## src/rtl/txd_pkg.sv

```systemverilog
package txd_pkg;

    typedef enum logic [2:0] {
        W_IDLE,
        W_HDR,
        W_PTR,
        W_RDW,
        W_SEND,
        W_WB
    } walk_t;

    // status flag positions inside descriptor word 0
    localparam int FLAG_RDY  = 31;
    localparam int FLAG_WRAP = 30;
    localparam int FLAG_END  = 29;
    localparam int FLAG_CRC  = 28;

    localparam int DESC_BYTES = 8;
    localparam int PTR_OFFSET = 4;

endpackage

```

## src/rtl/txd_ring_ptr.sv

```systemverilog
module txd_ring_ptr #(
    parameter int AW   = 32,
    parameter int STEP = 8
) (
    input  logic          clk,
    input  logic          rst_n,
    input  logic [AW-1:0] base,
    input  logic          go_base,
    input  logic          step,
    input  logic          wrap,
    output logic [AW-1:0] cur
);

    logic [AW-1:0] off_q;

    always_ff @(posedge clk or negedge rst_n) begin
        if (!rst_n) begin
            off_q <= '0;
        end else if (go_base) begin
            off_q <= '0;
        end else if (step) begin
            off_q <= wrap ? '0 : off_q + AW'(STEP);
        end
    end

    assign cur = base + off_q;

endmodule

```

## src/rtl/txd_byte_lane.sv

```systemverilog
module txd_byte_lane #(
    parameter int DW = 32,
    parameter int LW = 16
) (
    input  logic          clk,
    input  logic          rst_n,
    input  logic          load,
    input  logic [DW-1:0] word,
    input  logic          clr,
    input  logic          take,
    output logic [7:0]    byte_o,
    output logic          lane_end,
    output logic [LW-1:0] cnt
);

    localparam int NB = DW / 8;
    localparam int LB = (NB > 1) ? $clog2(NB) : 1;

    logic [DW-1:0] word_q;
    logic [LB-1:0] lane_q;
    logic [LW-1:0] cnt_q;
    logic [7:0]    lanes [NB];

    always_ff @(posedge clk or negedge rst_n) begin
        if (!rst_n) begin
            word_q <= '0;
            lane_q <= '0;
        end else if (load) begin
            word_q <= word;
            lane_q <= '0;
        end else if (take) begin
            lane_q <= lane_q + LB'(1);
        end
    end

    always_ff @(posedge clk or negedge rst_n) begin
        if (!rst_n) begin
            cnt_q <= '0;
        end else if (clr) begin
            cnt_q <= '0;
        end else if (take) begin
            cnt_q <= cnt_q + LW'(1);
        end
    end

    for (genvar g = 0; g < NB; g++) begin : g_lane
        assign lanes[g] = word_q[8*g +: 8];
    end

    assign byte_o   = lanes[lane_q];
    assign lane_end = (lane_q == LB'(NB - 1));
    assign cnt      = cnt_q;

endmodule

```

## src/rtl/txd_walk_ctl.sv

```systemverilog
module txd_walk_ctl
    import txd_pkg::*;
#(
    parameter int AW = 32,
    parameter int DW = 32,
    parameter int LW = 16
) (
    input  logic          clk,
    input  logic          rst_n,
    input  logic          en,
    input  logic          kick,
    input  logic          stop_req,
    input  logic          stop_clr,
    input  logic [LW-1:0] max_len,
    input  logic          mem_ready,
    input  logic [DW-1:0] mem_rdata,
    input  logic          tx_ready,
    input  logic [LW-1:0] sent_cnt,
    input  logic          lane_end,
    output walk_t         state_o,
    output logic [DW-1:0] hdr_o,
    output logic [AW-1:0] buf_addr_o,
    output logic          mem_req_o,
    output logic          active_o,
    output logic          stop_evt_o,
    output logic          go_base_o,
    output logic          step_o,
    output logic          wrap_o,
    output logic          word_load_o,
    output logic          cnt_clr_o,
    output logic          take_o,
    output logic          tx_valid_o,
    output logic          tx_last_o,
    output logic          tx_crc_o
);

    walk_t         st_q, st_d;
    logic [DW-1:0] hdr_q;
    logic [AW-1:0] buf_q;
    logic          active_q, pend_q, evt_q;

    logic          acc;
    logic          bad_len;
    logic          final_byte;
    logic          do_stop;
    logic [LW-1:0] len;

    assign len        = hdr_q[LW-1:0];
    assign bad_len    = (len == '0) || (len > max_len);
    assign final_byte = (sent_cnt == len - LW'(1));

    // state register
    always_ff @(posedge clk or negedge rst_n) begin
        if (!rst_n) begin
            st_q <= W_IDLE;
        end else begin
            st_q <= st_d;
        end
    end

    // next state
    always_comb begin
        st_d = st_q;
        unique case (st_q)
            W_IDLE: begin
                if (!pend_q && active_q) begin
                    st_d = W_HDR;
                end
            end
            W_HDR: begin
                if (acc) begin
                    st_d = mem_rdata[FLAG_RDY] ? W_PTR : W_IDLE;
                end
            end
            W_PTR: begin
                if (acc) begin
                    st_d = bad_len ? W_WB : W_RDW;
                end
            end
            W_RDW: begin
                if (acc) begin
                    st_d = W_SEND;
                end
            end
            W_SEND: begin
                if (tx_ready) begin
                    if (final_byte) begin
                        st_d = W_WB;
                    end else if (lane_end) begin
                        st_d = W_RDW;
                    end
                end
            end
            W_WB: begin
                if (acc) begin
                    st_d = (pend_q && hdr_q[FLAG_END]) ? W_IDLE : W_HDR;
                end
            end
            default: st_d = W_IDLE;
        endcase
        if (!en) begin
            st_d = W_IDLE;
        end
    end

    // outputs
    always_comb begin
        mem_req_o  = 1'b0;
        tx_valid_o = 1'b0;
        unique case (st_q)
            W_HDR, W_PTR, W_RDW, W_WB: mem_req_o  = en;
            W_SEND:                    tx_valid_o = en;
            default: ;
        endcase
        acc         = mem_req_o && mem_ready;
        do_stop     = en && pend_q &&
                      ((st_q == W_IDLE) ||
                       ((st_q == W_WB) && acc && hdr_q[FLAG_END]));
        go_base_o   = !en || do_stop;
        step_o      = (st_q == W_WB) && acc && !do_stop;
        wrap_o      = hdr_q[FLAG_WRAP];
        word_load_o = (st_q == W_RDW) && acc;
        cnt_clr_o   = (st_q == W_PTR) && acc;
        take_o      = tx_valid_o && tx_ready;
        tx_last_o   = tx_valid_o && hdr_q[FLAG_END] && final_byte;
        tx_crc_o    = tx_last_o && hdr_q[FLAG_CRC];
    end

    // descriptor and control registers
    always_ff @(posedge clk or negedge rst_n) begin
        if (!rst_n) begin
            hdr_q <= '0;
            buf_q <= '0;
        end else begin
            if ((st_q == W_HDR) && acc) begin
                hdr_q <= mem_rdata;
            end
            if ((st_q == W_PTR) && acc) begin
                buf_q <= AW'({mem_rdata[AW-1:2], 2'b00});
            end else if ((st_q == W_RDW) && acc) begin
                buf_q <= buf_q + AW'(4);
            end
        end
    end

    always_ff @(posedge clk or negedge rst_n) begin
        if (!rst_n) begin
            active_q <= 1'b0;
            pend_q   <= 1'b0;
            evt_q    <= 1'b0;
        end else begin
            if (!en) begin
                active_q <= 1'b0;
            end else if (kick) begin
                active_q <= 1'b1;
            end else if (((st_q == W_HDR) && acc && !mem_rdata[FLAG_RDY]) || do_stop) begin
                active_q <= 1'b0;
            end

            if (!en) begin
                pend_q <= 1'b0;
            end else if (stop_req) begin
                pend_q <= 1'b1;
            end else if (do_stop) begin
                pend_q <= 1'b0;
            end

            if (do_stop) begin
                evt_q <= 1'b1;
            end else if (stop_clr) begin
                evt_q <= 1'b0;
            end
        end
    end

    assign state_o    = st_q;
    assign hdr_o      = hdr_q;
    assign buf_addr_o = buf_q;
    assign active_o   = active_q;
    assign stop_evt_o = evt_q;

endmodule

```

## src/rtl/tx_desc_walker.sv

```systemverilog
module tx_desc_walker
    import txd_pkg::*;
#(
    parameter int AW = 32,
    parameter int DW = 32,
    parameter int LW = 16
) (
    input  logic          clk,
    input  logic          rst_n,
    input  logic          ctrl_en,
    input  logic          tx_kick,
    input  logic          stop_req,
    input  logic          stop_evt_clr,
    input  logic [AW-1:0] ring_base,
    input  logic [LW-1:0] max_len,
    output logic          active,
    output logic          stop_evt,
    output logic          mem_req,
    output logic          mem_we,
    output logic [AW-1:0] mem_addr,
    output logic [DW-1:0] mem_wdata,
    input  logic          mem_ready,
    input  logic [DW-1:0] mem_rdata,
    output logic          tx_valid,
    output logic [7:0]    tx_data,
    output logic          tx_last,
    output logic          tx_crc,
    input  logic          tx_ready
);

    walk_t         walk_state;
    logic [DW-1:0] hdr;
    logic [AW-1:0] buf_addr;
    logic [AW-1:0] cur_desc;
    logic          go_base, step, wrap;
    logic          word_load, cnt_clr, take;
    logic          lane_end;
    logic [LW-1:0] sent_cnt;

    txd_walk_ctl #(.AW(AW), .DW(DW), .LW(LW)) u_ctl (
        .clk         (clk),
        .rst_n       (rst_n),
        .en          (ctrl_en),
        .kick        (tx_kick),
        .stop_req    (stop_req),
        .stop_clr    (stop_evt_clr),
        .max_len     (max_len),
        .mem_ready   (mem_ready),
        .mem_rdata   (mem_rdata),
        .tx_ready    (tx_ready),
        .sent_cnt    (sent_cnt),
        .lane_end    (lane_end),
        .state_o     (walk_state),
        .hdr_o       (hdr),
        .buf_addr_o  (buf_addr),
        .mem_req_o   (mem_req),
        .active_o    (active),
        .stop_evt_o  (stop_evt),
        .go_base_o   (go_base),
        .step_o      (step),
        .wrap_o      (wrap),
        .word_load_o (word_load),
        .cnt_clr_o   (cnt_clr),
        .take_o      (take),
        .tx_valid_o  (tx_valid),
        .tx_last_o   (tx_last),
        .tx_crc_o    (tx_crc)
    );

    txd_ring_ptr #(.AW(AW), .STEP(DESC_BYTES)) u_ring (
        .clk     (clk),
        .rst_n   (rst_n),
        .base    (ring_base),
        .go_base (go_base),
        .step    (step),
        .wrap    (wrap),
        .cur     (cur_desc)
    );

    txd_byte_lane #(.DW(DW), .LW(LW)) u_lane (
        .clk      (clk),
        .rst_n    (rst_n),
        .load     (word_load),
        .word     (mem_rdata),
        .clr      (cnt_clr),
        .take     (take),
        .byte_o   (tx_data),
        .lane_end (lane_end),
        .cnt      (sent_cnt)
    );

    // memory address and write path
    always_comb begin
        unique case (walk_state)
            W_PTR:   mem_addr = cur_desc + AW'(PTR_OFFSET);
            W_RDW:   mem_addr = buf_addr;
            default: mem_addr = cur_desc;
        endcase
        mem_we    = mem_req && (walk_state == W_WB);
        mem_wdata = hdr & ~(DW'(1) << FLAG_RDY);
    end

endmodule

```

## config.mk

```make
export PLATFORM = sky130hd
export DESIGN_NAME = tx_desc_walker
export DESIGN_NICKNAME = d
export VERILOG_FILES = /design/src/rtl/txd_pkg.sv /design/src/rtl/txd_ring_ptr.sv /design/src/rtl/txd_byte_lane.sv /design/src/rtl/txd_walk_ctl.sv /design/src/rtl/tx_desc_walker.sv
export SDC_FILE = /design/constraint.sdc
export NUM_CORES = 1
export LEC_CHECK = 0
export BUFFER_PORTS_ARGS = -buffer_cell sky130_fd_sc_hd__buf_4
export CAP_MARGIN = 25
export CORE_MARGIN = 1
export CORE_UTILIZATION = 45
export DETAILED_ROUTE_END_ITERATION = 6
export PLACE_DENSITY = 0.72
export SYNTH_ARGS = -nofsm -noshare
export SYNTH_HDL_FRONTEND = slang
export SYNTH_SLANG_ARGS = --single-unit
```

## constraint.sdc

```tcl
create_clock -name clk -period 5.15 [get_ports clk]
set_input_delay 1.03 -clock clk [delete_from_list [all_inputs] [get_ports clk]]
set_output_delay 1.03 -clock clk [all_outputs]
set_load 0.05 [all_outputs]
```

==> flow_metrics.tcl, run 1 <==
set metrics [dict create \
    setup_ws_ps -109 \
    relSlewSlack 0.379 \
    hold_end "u_lane.word_q[16]" \
    cp-start-kind "input pin" \
    place_congestion 0.877 \
    dieArea_sq_mm 0.0249 \
    ff2ff_setup_slack_ps 1470 \
    power_w 0.00447 \
    hold_viol_final 0 \
    synth.distinct_cells 77 \
    fmax_ghz 0.190 \
    hold_ws_ps 477 \
    die_h_um 158 \
    cap_violations 0 \
    grtUsageMet1 0.405 \
    num_io_pins 167 \
    power.share.sequential 0.337 \
    ir_drop_mv 0.310 \
    final_common_cell "buf_4" \
    syn_to_final_growth_pct 32.5 \
    viasPerCell 5.95 \
    mostFrequentLayoutCells "buf_4 (271), nand2_1 (204), dfrtp_1 (145)" \
    switching_power_w 0.00185 \
    cts_root_buf "clkbuf_16" \
    detail_route.wirelength_um 35500 \
    drc 0 \
    clkTransAtPathRegs_ps 70 \
    cts_sinks 146 \
    worst_pin_slew_ps 928 \
    p_clk_frac 0.283 \
    internal_power_w 0.00262 \
    core_sq_mm 0.0236 \
    insertion_delay_ps 440 \
    drt-wirelength-per-cell_um 18.6 \
    worstPathMaxFanout 6 \
    regToRegEndpoint "u_ctl.state_o[0]" \
    slowest_delay_ps 590 \
    io_buffers 165 \
    cp.arrival_ps 4230 \
    vias 11400 \
    hold_depth 2 \
    grt_pass1_wl_um 56200 \
    gr-max-usage-layer "met2" \
    synth_edf_count 0 \
    synthesis.area_sq_mm 0.0109 \
    grt_setup_unrepaired "true" \
    power.static_leakage_nw 6.55 \
    endpoint_kind "output pin" \
    crit_type "in -> out" \
    cts_tree "done" \
    grt_max_degree 103 \
    die_w_um 158 \
    use_met3 0.0454 \
    grt_antenna_before_repair 0 \
    min_period_ps 5260 \
    outcome "finished, violations left" \
    r2r_cells 11 \
    cp.required_ps 4120 \
    drive_gt1_frac 0.295 \
    crit_path_frequent_cell "buf_6" \
    use_met2 0.454 \
    syn_inst 1340 \
    grt-ovfl-total 0 \
    fin_nets 1715 \
    synth_seq_area_share 0.335 \
    syn-num-nets 1478 \
    fin_setup_tns_ps -538 \
    cts.htree.levels 4 \
    setup_viol_count_final 8 \
    drt_iter0_markers 1000 \
    async_reset_ff_frac 1.00 \
    fin_crit_sh 1.02 \
    hold_buffers 0 \
    maxSlewViolCount 0 \
    min_path_type "reg -> reg" \
    ant_nets 0 \
    startpoint "ring_base[4]" \
    hold_start "u_lane.word_q[16]" \
    initial_utilization 0.462 \
    p_per_area_mw_per_mm2 310 \
    grt_use_total 0.290 \
    cp_cell_sequence "buf_6, ha_4, a211oi_4, o21ai_2, a21oi_4, a21o_1, nand4_1, or4_4, buf_6, or4_4, nor3_4, a31oi_2, o221ai_4, buf_6" \
    cts_buffers 17 \
    ys.flop_type "dfrtp_1" \
    hpwl_um 26400 \
    clk_path_buf_depth 2 \
    skew_ps 15.8 \
    ys_ff_latch 146 \
    avgSynthCellArea_sq_um 8.14 \
    antenna_cells 0 \
    p_comb_frac 0.381 \
    swShare 0.414 \
    crit_path_top_delay_cell "or4_4" \
    firstDrtPassIters 5 \
    grt_pass1_vias 10700 \
    yosysWarnings 0 \
    row_count 56 \
    violations "negative setup slack" \
    reg2reg_from "u_ctl.hdr_o[2]" \
]
==> power groups by stage <==
stage | logic, W | clock network (W) | registers [W]
after floorplan | 0.000844 | 0 | 0.00178
after detailed placement | 0.00166 | 0 | 0.00152
after global routing | 0.00182 | 0.00133 | 0.00153
after CTS | 0.00168 | 0.00128 | 0.00150
after global placement | 0.00164 | 0 | 0.00151
final | 0.00170 | 0.00127 | 0.00151
==> through the flow <==
step                cells  utilization  area [sq um]  setup slack [ps]
floorplan            1340            -         11300              -212
global placement     1866        0.570         13500              -233
detailed placement   1866        0.570         13500              -258
CTS                  1903        0.602         14200             -98.5
global route         1909        0.612         14400              -263
finish               1909        0.612         14400              -109
==> per-layer routing <==
metal	vias to the layer above	wire (um)
li1	5350	-
met1	5509	16100
met2	440	16400
met3	59	2150
met4	0	868
met5	-	0
==> final cells by class <==
cell class | count | area (sq um)
Timing Repair Buffer | 293 | 2310
Clock inverter | 15 | 165
Sequential cell | 146 | 3650
Fill cell | 2058 | 9160
Inverter | 29 | 109
Multi-Input combinational cell | 1090 | 7380
Tap cell | 319 | 399
Clock buffer | 17 | 425
==> synthesized netlist by cell type (18+ instances only) <==
cell / number / area, sq um
o22ai_1: 38 / 238
o21ai_0: 120 / 601
nor3_1: 33 / 165
dfrtp_1: 146 / 3650
mux2_2: 31 / 349
a31oi_1: 18 / 113
and3_1: 35 / 219
nand3_1: 63 / 315
xor2_1: 36 / 315
inv_1: 28 / 105
nand2_1: 207 / 777
ha_1: 50 / 626
mux2i_1: 18 / 180
xnor2_1: 32 / 280
nor2_1: 103 / 387
nand4_1: 22 / 138
a21oi_1: 88 / 440
clkbuf_1: 61 / 229
==> how the worst max path moves through the flow <==
stage	end	slack (ps)	cells after the start
after floorplan	mem_addr[28]	-210	12
after CTS	mem_addr[25]	-100	14
after global placement	mem_addr[24]	-230	13
after global routing	mem_addr[25]	-260	14
after detailed placement	mem_addr[24]	-260	13
final	mem_addr[25]	-110	14
==> state kept, by name, indices dropped and copies added (netlist names) <==
signal            count
u_ctl.state_o         3
u_ctl.stop_evt_o      1
u_lane.lane_q         2
u_ctl.active_o        1
u_lane.cnt           16
u_ctl.buf_addr_o     30
u_lane.word_q        32
u_ring.off_q         29
u_ctl.pend_q          1
u_ctl.hdr_o          31
==> repair_timing <==
action,in CTS,in global routing
buffers inserted,5,7
endpoints found under the setup margin,14,16
cloned,0,0
gates resized for setup,29,35
pin swaps,15,17
==> critical path: cells and delay by family <==
| kind | cells | cell delay (ps) |
|---|---|---|
| compound gates | 6 | 1170 |
| fa+ha+maj | 1 | 220 |
| buf+inv | 3 | 430 |
| simple gates | 4 | 1350 |
==> cell families (layout without fill, tap and decap cells) <==
family          Yosys count  after routing  synth area share
simple gates            546            546             0.240
compound gates          368            368             0.210
flops                   146            146             0.335
buf+inv                 104            354            0.0381
xor+xnor                 68             68            0.0546
mux                      57             57            0.0650
fa+ha+maj                50             50            0.0574
other cells               1              1          0.000344
Power figures use the tool's default switching activity.
==> run 2: changes to the inputs <==
Settings changed: CELL_PAD_IN_SITES_DETAIL_PLACEMENT set to 0, CELL_PAD_IN_SITES_GLOBAL_PLACEMENT set to 1, CORE_UTILIZATION 45 to 39, PLACE_DENSITY 0.72 to 0.81.
==> run 2 against run 1 <==
Effect of this change:
- the flow still finishes with violations (negative setup slack)
- worst hold slack worse by 5.8 ps
- clock skew shrank 4.3 ps
- largest power group unchanged
- maximum frequency is 0.50% lower
- die area rose by 15%
- worst setup slack got worse by 26 ps
- register-to-register slack lost 50 ps
- non-clock buffer count is 17 higher
- combinational power hardly changed
- first-iteration DRC count is 27% lower
- core utilization decreased by 7.1 points
- critical path depth did not move
- sequential share of layout area fell by 0.44 points
- highest routed layer unchanged
==> flow_metrics.tcl, run 2 (synthesized netlist as in run 1, its figures left out) <==
set metrics [dict create \
    cp.arrival_ps 4260 \
    min_period_ps 5290 \
    regMostFlops "u_lane.word_q" \
    crit_type "in -> out" \
    detail_route.wirelength_um 36900 \
    grt_antenna_before_repair 0 \
    hold_buffers 0 \
    cp_cell_sequence "buf_4, ha_4, and4_4, nor2_1, mux2_4, a31o_1, a311o_1, or4_4, buf_6, or4_4, nor3_4, a31oi_2, o221ai_4, buf_6" \
    grt_use_total 0.258 \
    crit_path_top_delay_cell "or4_4" \
    critical-path-top-delay-family "simple AND/OR/NAND/NOR gates" \
    min_path_type "reg -> reg" \
    grt_max_degree 67 \
    violations "negative setup slack" \
    power.static_leakage_nw 6.63 \
    clkTransAtPathRegs_ps 70 \
    utilization 0.541 \
    grt_pass1_vias 10700 \
    fin_area_sq_mm 0.0147 \
    relSlewSlack 0.400 \
    ir_drop_mv 0.275 \
    outcome "finished, violations left" \
    finalNonFillerCells 1979 \
    slowest_delay_ps 470 \
    mostFrequentLayoutCells "buf_4 (287), nand2_1 (206), dfrtp_1 (145)" \
    firstDrtPassIters 5 \
    cts_tree "done" \
    core_sq_mm 0.0272 \
    fin_nets 1732 \
    placedCellCount 1932 \
    insertion_delay_ps 440 \
    row_count 60 \
    cap_violations 0 \
    cp.required_ps 4120 \
    worst_pin_slew_ps 897 \
    fin_setup_tns_ps -503 \
    grt_pass1_wl_um 57800 \
    drc 0 \
    cts_sinks 146 \
    skew_ps 11.5 \
    dieArea_sq_mm 0.0286 \
    setup_ws_ps -136 \
    largest_reg_flops 32 \
    syn_to_final_growth_pct 34.8 \
    cts.htree.levels 4 \
    place_congestion 0.896 \
    io_buffers 165 \
    cp-start-kind "input pin" \
    grt-ovfl-total 0 \
    hpwl_um 27700 \
    hold_ws_ps 471 \
    final_common_cell "buf_4" \
    hold_viol_final 0 \
    viasPerCell 5.64 \
    cts_root_buf "clkbuf_16" \
    crit_buf_inv 3 \
    die_h_um 169 \
    initial_utilization 0.401 \
    antenna_cells 0 \
    ant_nets 0 \
    fmax_ghz 0.189 \
    drt_iter0_markers 728 \
    placed_cell_area_sq_mm 0.0136 \
    num_io_pins 167 \
    maxSlewViolCount 0 \
    grt_setup_unrepaired "true" \
    clk_path_buf_depth 2 \
    vias 11200 \
    worstPathMaxFanout 3 \
    drt-wirelength-per-cell_um 18.7 \
    endpoint_kind "output pin" \
    cts_buffers 17 \
    n_fill_cell 2563 \
    drive_gt1_frac 0.309 \
    die_w_um 169 \
    fin_crit_sh 1.03 \
    setup_viol_count_final 7 \
    p_per_area_mw_per_mm2 303 \
]
-- run 2: worst paths after layout --
| kind | start | to | slack, ps | cells past startpoint |
|---|---|---|---|---|
| max | ring_base[17] | mem_addr[25] | -140 | 14 |
| max reg2reg | u_ctl.hdr_o[2] | u_ctl.state_o[0] | 1420 | 11 |
| min in group asynchronous | rst_n | u_ring.off_q[10] | 550 | 1 |
| max in group asynchronous | rst_n | u_lane.word_q[14] | 3520 | 2 |
| min | u_lane.word_q[16] | u_lane.word_q[16] | 470 | 2 |
| min reg2reg | u_lane.word_q[16] | u_lane.word_q[16] | 470 | 2 |
-- run 2: worst reg2reg max path: stages (launching register included) --
cell,delay (ps)
dfrtp_1,490
nor4_2,700
nand4_1,380
xnor2_1,220
mux2i_1,140
a21oi_1,100
nor4_1,460
buf_4,220
o21ai_0,140
a21boi_0,350
nor2_1,80
a311oi_1,330
-- run 2: layer usage --
layer	track usage	routed length, um	vias to the layer above
met3	0.0406	1820	41
met5	0	0	-
li1	-	-	5383
met2	0.417	17300	307
met1	0.357	17200	5434
met4	0.0729	572	0
-- run 2: report_power, final --
group	total, W	internal [W]	switching [W]
clock network	0.00125	0.000657	0.000594
registers	0.00149	0.00129	0.000196
logic	0.00172	0.000642	0.00108
total	0.00446	0.00259	0.00187
-- run 2: cell type report --
cell class | instances | area, sq um | share of cell area
Multi-Input combinational cell | 1090 | 7480 | 0.509
Timing Repair Buffer | 310 | 2420 | 0.164
Clock inverter | 14 | 139 | 0.00945
Tap cell | 372 | 465 | 0.0317
Inverter | 29 | 109 | 0.00740
Sequential cell | 146 | 3650 | 0.249
Clock buffer | 18 | 439 | 0.0299
-- run 2: repair_timing --
item,CTS,global route
hold endpoints to repair,0,0
buffers inserted,7,9
pin swaps,16,27
resized for setup,29,57
setup endpoints to repair,14,16
-- run 2: metrics by stage --
step | power, W | setup WS, ps
final | 0.00446 | -136
after global routing | 0.00469 | -230
after CTS | 0.00446 | -130
after detailed placement | 0.00319 | -264
after global placement | 0.00317 | -235
after floorplan | 0.00262 | -212
